`src/rtl/cbar_pkg.sv`:
```
// Shared helpers for the hierarchical barrier.
// Assumes counts fit in 32 bits.
package cbar_pkg;
    // Width of a counter that must hold values 0..n.
    function automatic int cnt_w(input int n);
        return (n < 2) ? 1 : $clog2(n + 1);
    endfunction
endpackage

```
`src/rtl/cbar_group.sv`:
```
// Leaf level of the barrier tree. It counts fresh arrivals of GROUP_SIZE
// members and pulses done_o for one cycle when all of them have arrived.
// Assumes clear_i arrives only after this group has reported done.
module cbar_group
    import cbar_pkg::*;
#(
    parameter int GROUP_SIZE = 4
) (
    input  logic                  clk,
    input  logic                  rst_n,
    input  logic [GROUP_SIZE-1:0] arrive_i,
    input  logic                  clear_i,
    output logic                  done_o,
    output logic [GROUP_SIZE-1:0] dup_o
);
    localparam int CW = cnt_w(GROUP_SIZE);

    logic [CW-1:0]         cnt_q;
    logic [GROUP_SIZE-1:0] seen_q;
    logic [GROUP_SIZE-1:0] fresh_c;
    logic [CW:0]           sum_c;
    logic                  full_c;
    logic                  done_q;
    logic [GROUP_SIZE-1:0] dup_q;

    // Filter repeats and add this cycle's fresh arrivals to the count.
    always_comb begin
        fresh_c = arrive_i & ~seen_q;
        sum_c   = {1'b0, cnt_q};
        for (int i = 0; i < GROUP_SIZE; i++) begin
            sum_c = sum_c + (CW+1)'(fresh_c[i]);
        end
        full_c = (sum_c == (CW+1)'(GROUP_SIZE));
    end

    // Update count, arrival record, done pulse and duplicate flags.
    always_ff @(posedge clk) begin
        if (!rst_n) begin
            cnt_q  <= '0;
            seen_q <= '0;
            done_q <= 1'b0;
            dup_q  <= '0;
        end else begin
            done_q <= full_c;
            dup_q  <= arrive_i & seen_q;
            cnt_q  <= full_c ? '0 : sum_c[CW-1:0];
            seen_q <= clear_i ? '0 : (seen_q | fresh_c);
        end
    end

    assign done_o = done_q;
    assign dup_o  = dup_q;

    p_cnt_below_size_r2: assert property (@(posedge clk) disable iff (!rst_n)
        cnt_q < CW'(GROUP_SIZE));

    p_done_single_r3: assert property (@(posedge clk) disable iff (!rst_n)
        done_q |=> !done_q);

    p_repeat_not_counted_r6: assert property (@(posedge clk) disable iff (!rst_n)
        ((arrive_i & ~seen_q) == '0) |=> $stable(cnt_q));

    p_record_cleared_r7: assert property (@(posedge clk) disable iff (!rst_n)
        clear_i |=> (seen_q == '0));
endmodule

```
`src/rtl/cbar_root.sv`:
```
// Top level of the barrier tree. It counts group-done pulses. When every
// group has reported, it flips the sense bit and raises fire_o for the
// same cycle so that the leaves clear their arrival records.
// Assumes each group pulses at most once per episode.
module cbar_root
    import cbar_pkg::*;
#(
    parameter int NUM_GROUPS = 2
) (
    input  logic                  clk,
    input  logic                  rst_n,
    input  logic [NUM_GROUPS-1:0] group_done_i,
    output logic                  fire_o,
    output logic                  sense_o
);
    localparam int RW = cnt_w(NUM_GROUPS);

    logic [RW-1:0] rcnt_q;
    logic [RW:0]   rsum_c;
    logic          fire_c;
    logic          sense_q;

    // Add the group pulses of this cycle and detect completion.
    always_comb begin
        rsum_c = {1'b0, rcnt_q};
        for (int g = 0; g < NUM_GROUPS; g++) begin
            rsum_c = rsum_c + (RW+1)'(group_done_i[g]);
        end
        fire_c = (rsum_c == (RW+1)'(NUM_GROUPS));
    end

    // Keep the parent count and flip the sense bit on completion.
    always_ff @(posedge clk) begin
        if (!rst_n) begin
            rcnt_q  <= '0;
            sense_q <= 1'b0;
        end else begin
            rcnt_q <= fire_c ? '0 : rsum_c[RW-1:0];
            if (fire_c) begin
                sense_q <= ~sense_q;
            end
        end
    end

    assign fire_o  = fire_c;
    assign sense_o = sense_q;

    p_root_below_max_r3: assert property (@(posedge clk) disable iff (!rst_n)
        rcnt_q < RW'(NUM_GROUPS));

    p_sense_hold_r8: assert property (@(posedge clk) disable iff (!rst_n)
        !fire_c |=> $stable(sense_q));

    p_sense_flip_r8: assert property (@(posedge clk) disable iff (!rst_n)
        fire_c |=> (sense_q != $past(sense_q)));
endmodule

```
`src/rtl/combining_barrier.sv`:
```
// Two-level barrier: NUM_PART participants in groups of GROUP_SIZE feed
// per-group counters, and those feed a single parent counter. The release
// lines carry the shared sense bit.
// Assumes NUM_PART is a multiple of GROUP_SIZE.
module combining_barrier #(
    parameter int NUM_PART   = 8,
    parameter int GROUP_SIZE = 4
) (
    input  logic                clk,
    input  logic                rst_n,
    input  logic [NUM_PART-1:0] arrive_i,
    output logic [NUM_PART-1:0] release_o,
    output logic [NUM_PART-1:0] dup_err_o
);
    localparam int NUM_GROUPS = NUM_PART / GROUP_SIZE;

    logic [NUM_GROUPS-1:0] grp_done;
    logic                  fire;
    logic                  sense;

    // One leaf counter per group.
    for (genvar g = 0; g < NUM_GROUPS; g++) begin : g_leaf
        cbar_group #(.GROUP_SIZE(GROUP_SIZE)) u_group (
            .clk      (clk),
            .rst_n    (rst_n),
            .arrive_i (arrive_i[g*GROUP_SIZE +: GROUP_SIZE]),
            .clear_i  (fire),
            .done_o   (grp_done[g]),
            .dup_o    (dup_err_o[g*GROUP_SIZE +: GROUP_SIZE])
        );
    end

    cbar_root #(.NUM_GROUPS(NUM_GROUPS)) u_root (
        .clk          (clk),
        .rst_n        (rst_n),
        .group_done_i (grp_done),
        .fire_o       (fire),
        .sense_o      (sense)
    );

    // Broadcast the sense bit to every participant.
    assign release_o = {NUM_PART{sense}};

    p_release_moves_on_fire_r4: assert property (@(posedge clk) disable iff (!rst_n)
        !fire |=> $stable(release_o));
endmodule

```
`config.mk`:
```
export PLATFORM = sky130hd
export DESIGN_NAME = combining_barrier
export DESIGN_NICKNAME = d
export VERILOG_FILES = /design/src/rtl/cbar_pkg.sv /design/src/rtl/cbar_group.sv /design/src/rtl/cbar_root.sv /design/src/rtl/combining_barrier.sv
export SDC_FILE = /design/constraint.sdc
export NUM_CORES = 1
export LEC_CHECK = 0
export BUFFER_PORTS_ARGS = -buffer_cell sky130_fd_sc_hd__buf_2
export CAP_MARGIN = 20
export CORE_MARGIN = 2
export CORE_UTILIZATION = 50
export CTS_CLUSTER_DIAMETER = 30
export DETAILED_ROUTE_END_ITERATION = 10
export PLACE_DENSITY = 0.74
export SYNTH_ARGS = -nofsm -noshare
export SYNTH_HDL_FRONTEND = slang
export SYNTH_SLANG_ARGS = --single-unit
export TNS_END_PERCENT = 10
```
`constraint.sdc`:
```
create_clock -name clk -period 4.7 [get_ports clk]
set_input_delay 1.41 -clock clk [delete_from_list [all_inputs] [get_ports clk]]
set_output_delay 1.41 -clock clk [all_outputs]
set_load 0.05 [all_outputs]
```
# == Word-level counts from Yosys, hierarchy flattened ==
# Index checks and enable logic that the tools add are counted.
# totals
register_bits,27
input_bits,10
output_inout_bits,16
# classes
addsub,10
eq_ne,3
bitwise,10
n_reduce_logical,3
# ops
op,n
$add 4x1->4,6
$and 4x4->4,4
$add 3x1->4,2
$eq 4x3->1 const B,2
$not 4->4,2
$or 4x4->4,2
$reduce_or 2->1,3
$add 2x1->3,1
$add 3x1->3,1
$eq 3x2->1 const B,1
$not 1->1,2

# == Logic depth before layout (Yosys ltp) ==
# logic_depth
depth_word,8
depth_mapped,8

# == Modules after synthesis ==
# A second synthesis with hierarchy kept.
# hier_totals
cells_unflattened,125
area_unflattened_um2,1199.9
# modules_own_cells
module,n_inst,cells_per_inst,area_per_inst_um2,seq_area_each_um2
cbar_group at g_leaf[1].u_group,1,50,495.5,240.2
cbar_group at g_leaf[0].u_group,1,50,486.7,240.2
cbar_root,1,17,157.7,60.1
combining_barrier,1,8,60.1,0.0

# == Least setup slack after synthesis ==
# No wires, ideal clock.
# synth_timing
path_type,input to register
from,in arrive_i[0]
to,reg g_leaf[0].u_group.cnt_q[2]
t_arrival_ps,3319
required_ps,4580
slack_ps,1261
cell_stages,8
path_cell_list,nand2b_1 > fa_1 > fa_1 > inv_1 > fa_1 > and2b_1 > nor3b_1 > o2bb2ai_1
# synth_via
elab_chain_cells,7
# synth_rtl
element,line_no,rtl
start: declaration,combining_barrier.sv:11,"input logic [NUM_PART-1:0] arrive_i,"
$and 4x4->4,cbar_group.sv:28,fresh_c = arrive_i & ~seen_q;
$add 3x1->4,cbar_group.sv:31,sum_c = sum_c + (CW+1)'(fresh_c[i]);
$add 4x1->4 (3 in series),cbar_group.sv:31,
via g_leaf[0].u_group.sum_c[1],cbar_group.sv:21,logic [CW:0] sum_c;
$eq 4x3->1,cbar_group.sv:33,full_c = (sum_c == (CW+1)'(GROUP_SIZE));
$reduce_or 2->1 (no line),n/a,
end signal: assignment,cbar_group.sv:46,cnt_q <= full_c ? '0 : sum_c[CW-1:0];
end: declaration,cbar_group.sv:18,logic [CW-1:0] cnt_q;
# The timed path passes the listed nets, and every way through them passes these cells.
# A chain may end at the register's enable or synchronous reset.

# == Worst setup path in the final report ==
# Ends and elaborated chain as after synthesis.

==> summary.txt <==
Post-Synthesis Cells: 119
Hold Vio Cnt, Final: 0
TNS Setup: 0 ns
WL per Instance: 10.71 um
r2r setup slk: 2.12 ns
Synth Area in XOR/XNOR: 0.007400
Place WS: 1.006 ns
R2R depth: 8
# rows: 17
endpoints failing setup: 0
outcome: completed
total grt overflow: 0
crit path cell chain: buf_2 -> nand2b_1 -> fa_1 -> fa_1 -> inv_1 -> fa_1 -> and2b_1 -> nor3b_1 -> o2bb2ai_1
Tightest Hold Check Type: reg2reg
Tot Pwr: 0.6051 mW
Crit path depth: 9
minimum clock period: 3.348 ns
register area share after synthesis: 0.4567
CP Max Fanout: 3
Max-Cap Viols: 0
Slew headroom: 0.7674
Post-Layout Cell Count: 166
crit-path leading delay family: adder cells
global-route wire length before repair: 3063 um
syn_nets: 139
Synth Area in Simple Gates: 0.2706
I/O pin total: 26
nets@finish: 159
drt drc: 0
Critical Path Source: arrive_i[0]
CTS root buffer: clkbuf_4
H-Tree Level Count: 1
Layout area overhead: 9.726%
Setup Fix Bufs, Post-CTS: 0
antenna diode count: 0
Total Routed Length: 1778 um
cts bufs inserted: 3
TritonCTS clock tree: built
M1 WL: 819 um
Clock transition at path regs: 0.13 ns
Die Span Y: 52.66 um
cts-stage hold buffer count: 0
WL met2: 891 um
via count: 771
initial antenna violation count: 0
die area: 2773 um2
Compound-Gate Fraction of Synth Area: 0.02326
adder-cell area share of the yosys netlist: 0.1501
delay of the slowest critical-path stage: 0.51 ns
# resized after CTS: 0
Avg Cell Area, Syn: 9.947 um2
dpl cell area: 1272 um2
Hold Slack: 0.4868 ns
crit path to: g_leaf[0].u_group.cnt_q[2]
synth unique cells: 19
Final Max Slew Viols: 0
core area: 2233 um2
final core occ: 0.5815
CP max-delay cell: fa_1
Worst Tran Pin Value: 0.3481 ns
Die X: 52.66 um
worst r2r src: g_leaf[0].u_group.seen_q[0]
RR Endpoint: g_leaf[0].u_group.cnt_q[2]
Peak supply drop: 0.2807 mV
RSZ-0062 raised after global routing: no
main combinational cell family by area after synthesis: simple AND/OR/NAND/NOR gates
Vias/cell: 4.645
share of layout cells above drive strength 1: 0.2029
first-pass detailed-route iteration total: 4
Routed Antenna Nets: 0
worst-case clock buffer depth: 2
Design Area, Final: 1299 um2
Num Clock Sinks: 27
CP arrival: 3.56 ns
P_leak: 0.6472 nW
post-synthesis mux area share: 0
number of fill cells: 210
Power Density: 465.9 nW/um2
largest net degree at the start of global routing: 23
register area: 540.5 um2
dpl hpwl: 1391 um
final period utilization: 0.7123
DRT iter0 DRCs: 3
vias in the first global route: 760
placed cell count: 162
setup ws final: 1.352 ns
final setup skew: 0.004964 ns
Crit path required time: 4.91 ns
uppermost layer routed: met4
Worst-Skew Late Latency: 0.31 ns
leading cell type in the layout, fill and taps excluded: dfxtp_1
YS warnings: 0
GP Congestion: 0.8103
area of the mapped netlist: 1184 um2
Starting Density: 0.5300
fmax: 0.2987 GHz
post-synthesis register bit count: 27
area of the multi-input gates: 534.3 um2
CP dominant cell by count: fa_1
Startpoint Class: input port
IO buf count: 25
Setup crit end kind: register
GRT Overall Usage: 0.1518
worst path buffer plus inverter count: 2
metal3 WL: 50 um
Crit Path Category: in2reg
commonest cells after routing, fill and taps aside: dfxtp_1 (27), buf_2 (25), nor2_1 (18)
## metal layers
metal / global-route usage / vias up
met4: 0.07692 / 0
met5: 0 / -
met1: 0.1788 / 355
met2: 0.2667 / 9
li1: - / 405
met3: 0.02000 / 2
## cell families (layout without fill, tap and decap cells)
| group | count (synthesis) | count (layout) |
|---|---|---|
| flops | 27 | 27 |
| xor+xnor | 1 | 1 |
| buf+inv | 20 | 39 |
| fa+ha+maj | 10 | 10 |
| compound gates | 4 | 4 |
| simple gates | 57 | 57 |
## cell usage after synthesis
master | number | area share
a21oi_1 | 2 | 0.0085
o2bb2ai_1 | 2 | 0.015
fa_1 | 7 | 0.12
dfxtp_1 | 27 | 0.46
inv_1 | 10 | 0.032
and2b_1 | 2 | 0.013
nand3b_1 | 3 | 0.019
ha_1 | 3 | 0.032
nand2_1 | 3 | 0.0095
nor2b_1 | 5 | 0.026
xnor2_1 | 1 | 0.0074
clkbuf_1 | 1 | 0.0032
and2_1 | 3 | 0.016
nand2b_1 | 10 | 0.053
buf_4 | 9 | 0.057
nor2_1 | 18 | 0.057
nor3b_1 | 2 | 0.013
and3_1 | 9 | 0.048
or4b_1 | 2 | 0.017
## sequential cells by signal, indices dropped and copies added, names as in the netlist
name                   flops
g_leaf.u_group.dup_o       8
g_leaf.u_group.seen_q      8
g_leaf.u_group.cnt_q       6
g_leaf.u_group.done_o      2
u_root.rcnt_q              2
u_root.sense_o             1
## cell type report
cell class | count | area share
clock buffers | 4 | 0.02023
multi-input cells | 72 | 0.4114
flip-flops and latches | 27 | 0.4162
repair buffers | 25 | 0.09634
well taps | 28 | 0.02697
inverters | 10 | 0.02890
## how the worst min path moves through the flow
stage / start / end / slack [ns] / cells after the start
final: g_leaf[1].u_group.seen_q[3] / g_leaf[1].u_group.seen_q[3] / 0.49 / 2
after global routing: g_leaf[0].u_group.seen_q[3] / g_leaf[0].u_group.seen_q[3] / 0.52 / 2
after CTS: g_leaf[1].u_group.seen_q[3] / g_leaf[1].u_group.seen_q[3] / 0.49 / 2
after detailed placement: g_leaf[1].u_group.seen_q[1] / g_leaf[1].u_group.seen_q[1] / 0.47 / 2
after global placement: g_leaf[0].u_group.seen_q[1] / g_leaf[0].u_group.seen_q[1] / 0.45 / 2
after floorplan: g_leaf[0].u_group.seen_q[0] / g_leaf[0].u_group.seen_q[0] / 0.44 / 2
## worst min-delay path, cell delays in order, from the launching register on
cell	delay, ns
dfxtp_1	0.34
nor2_1	0.08
nor2_1	0.04
## power breakdown
group          switching (mW)  internal [mW]
sequential             0.0212          0.269
clock                  0.0622         0.0332
combinational           0.123         0.0968
total                   0.206          0.399
Note: power is estimated with default switching activity, not from simulation.
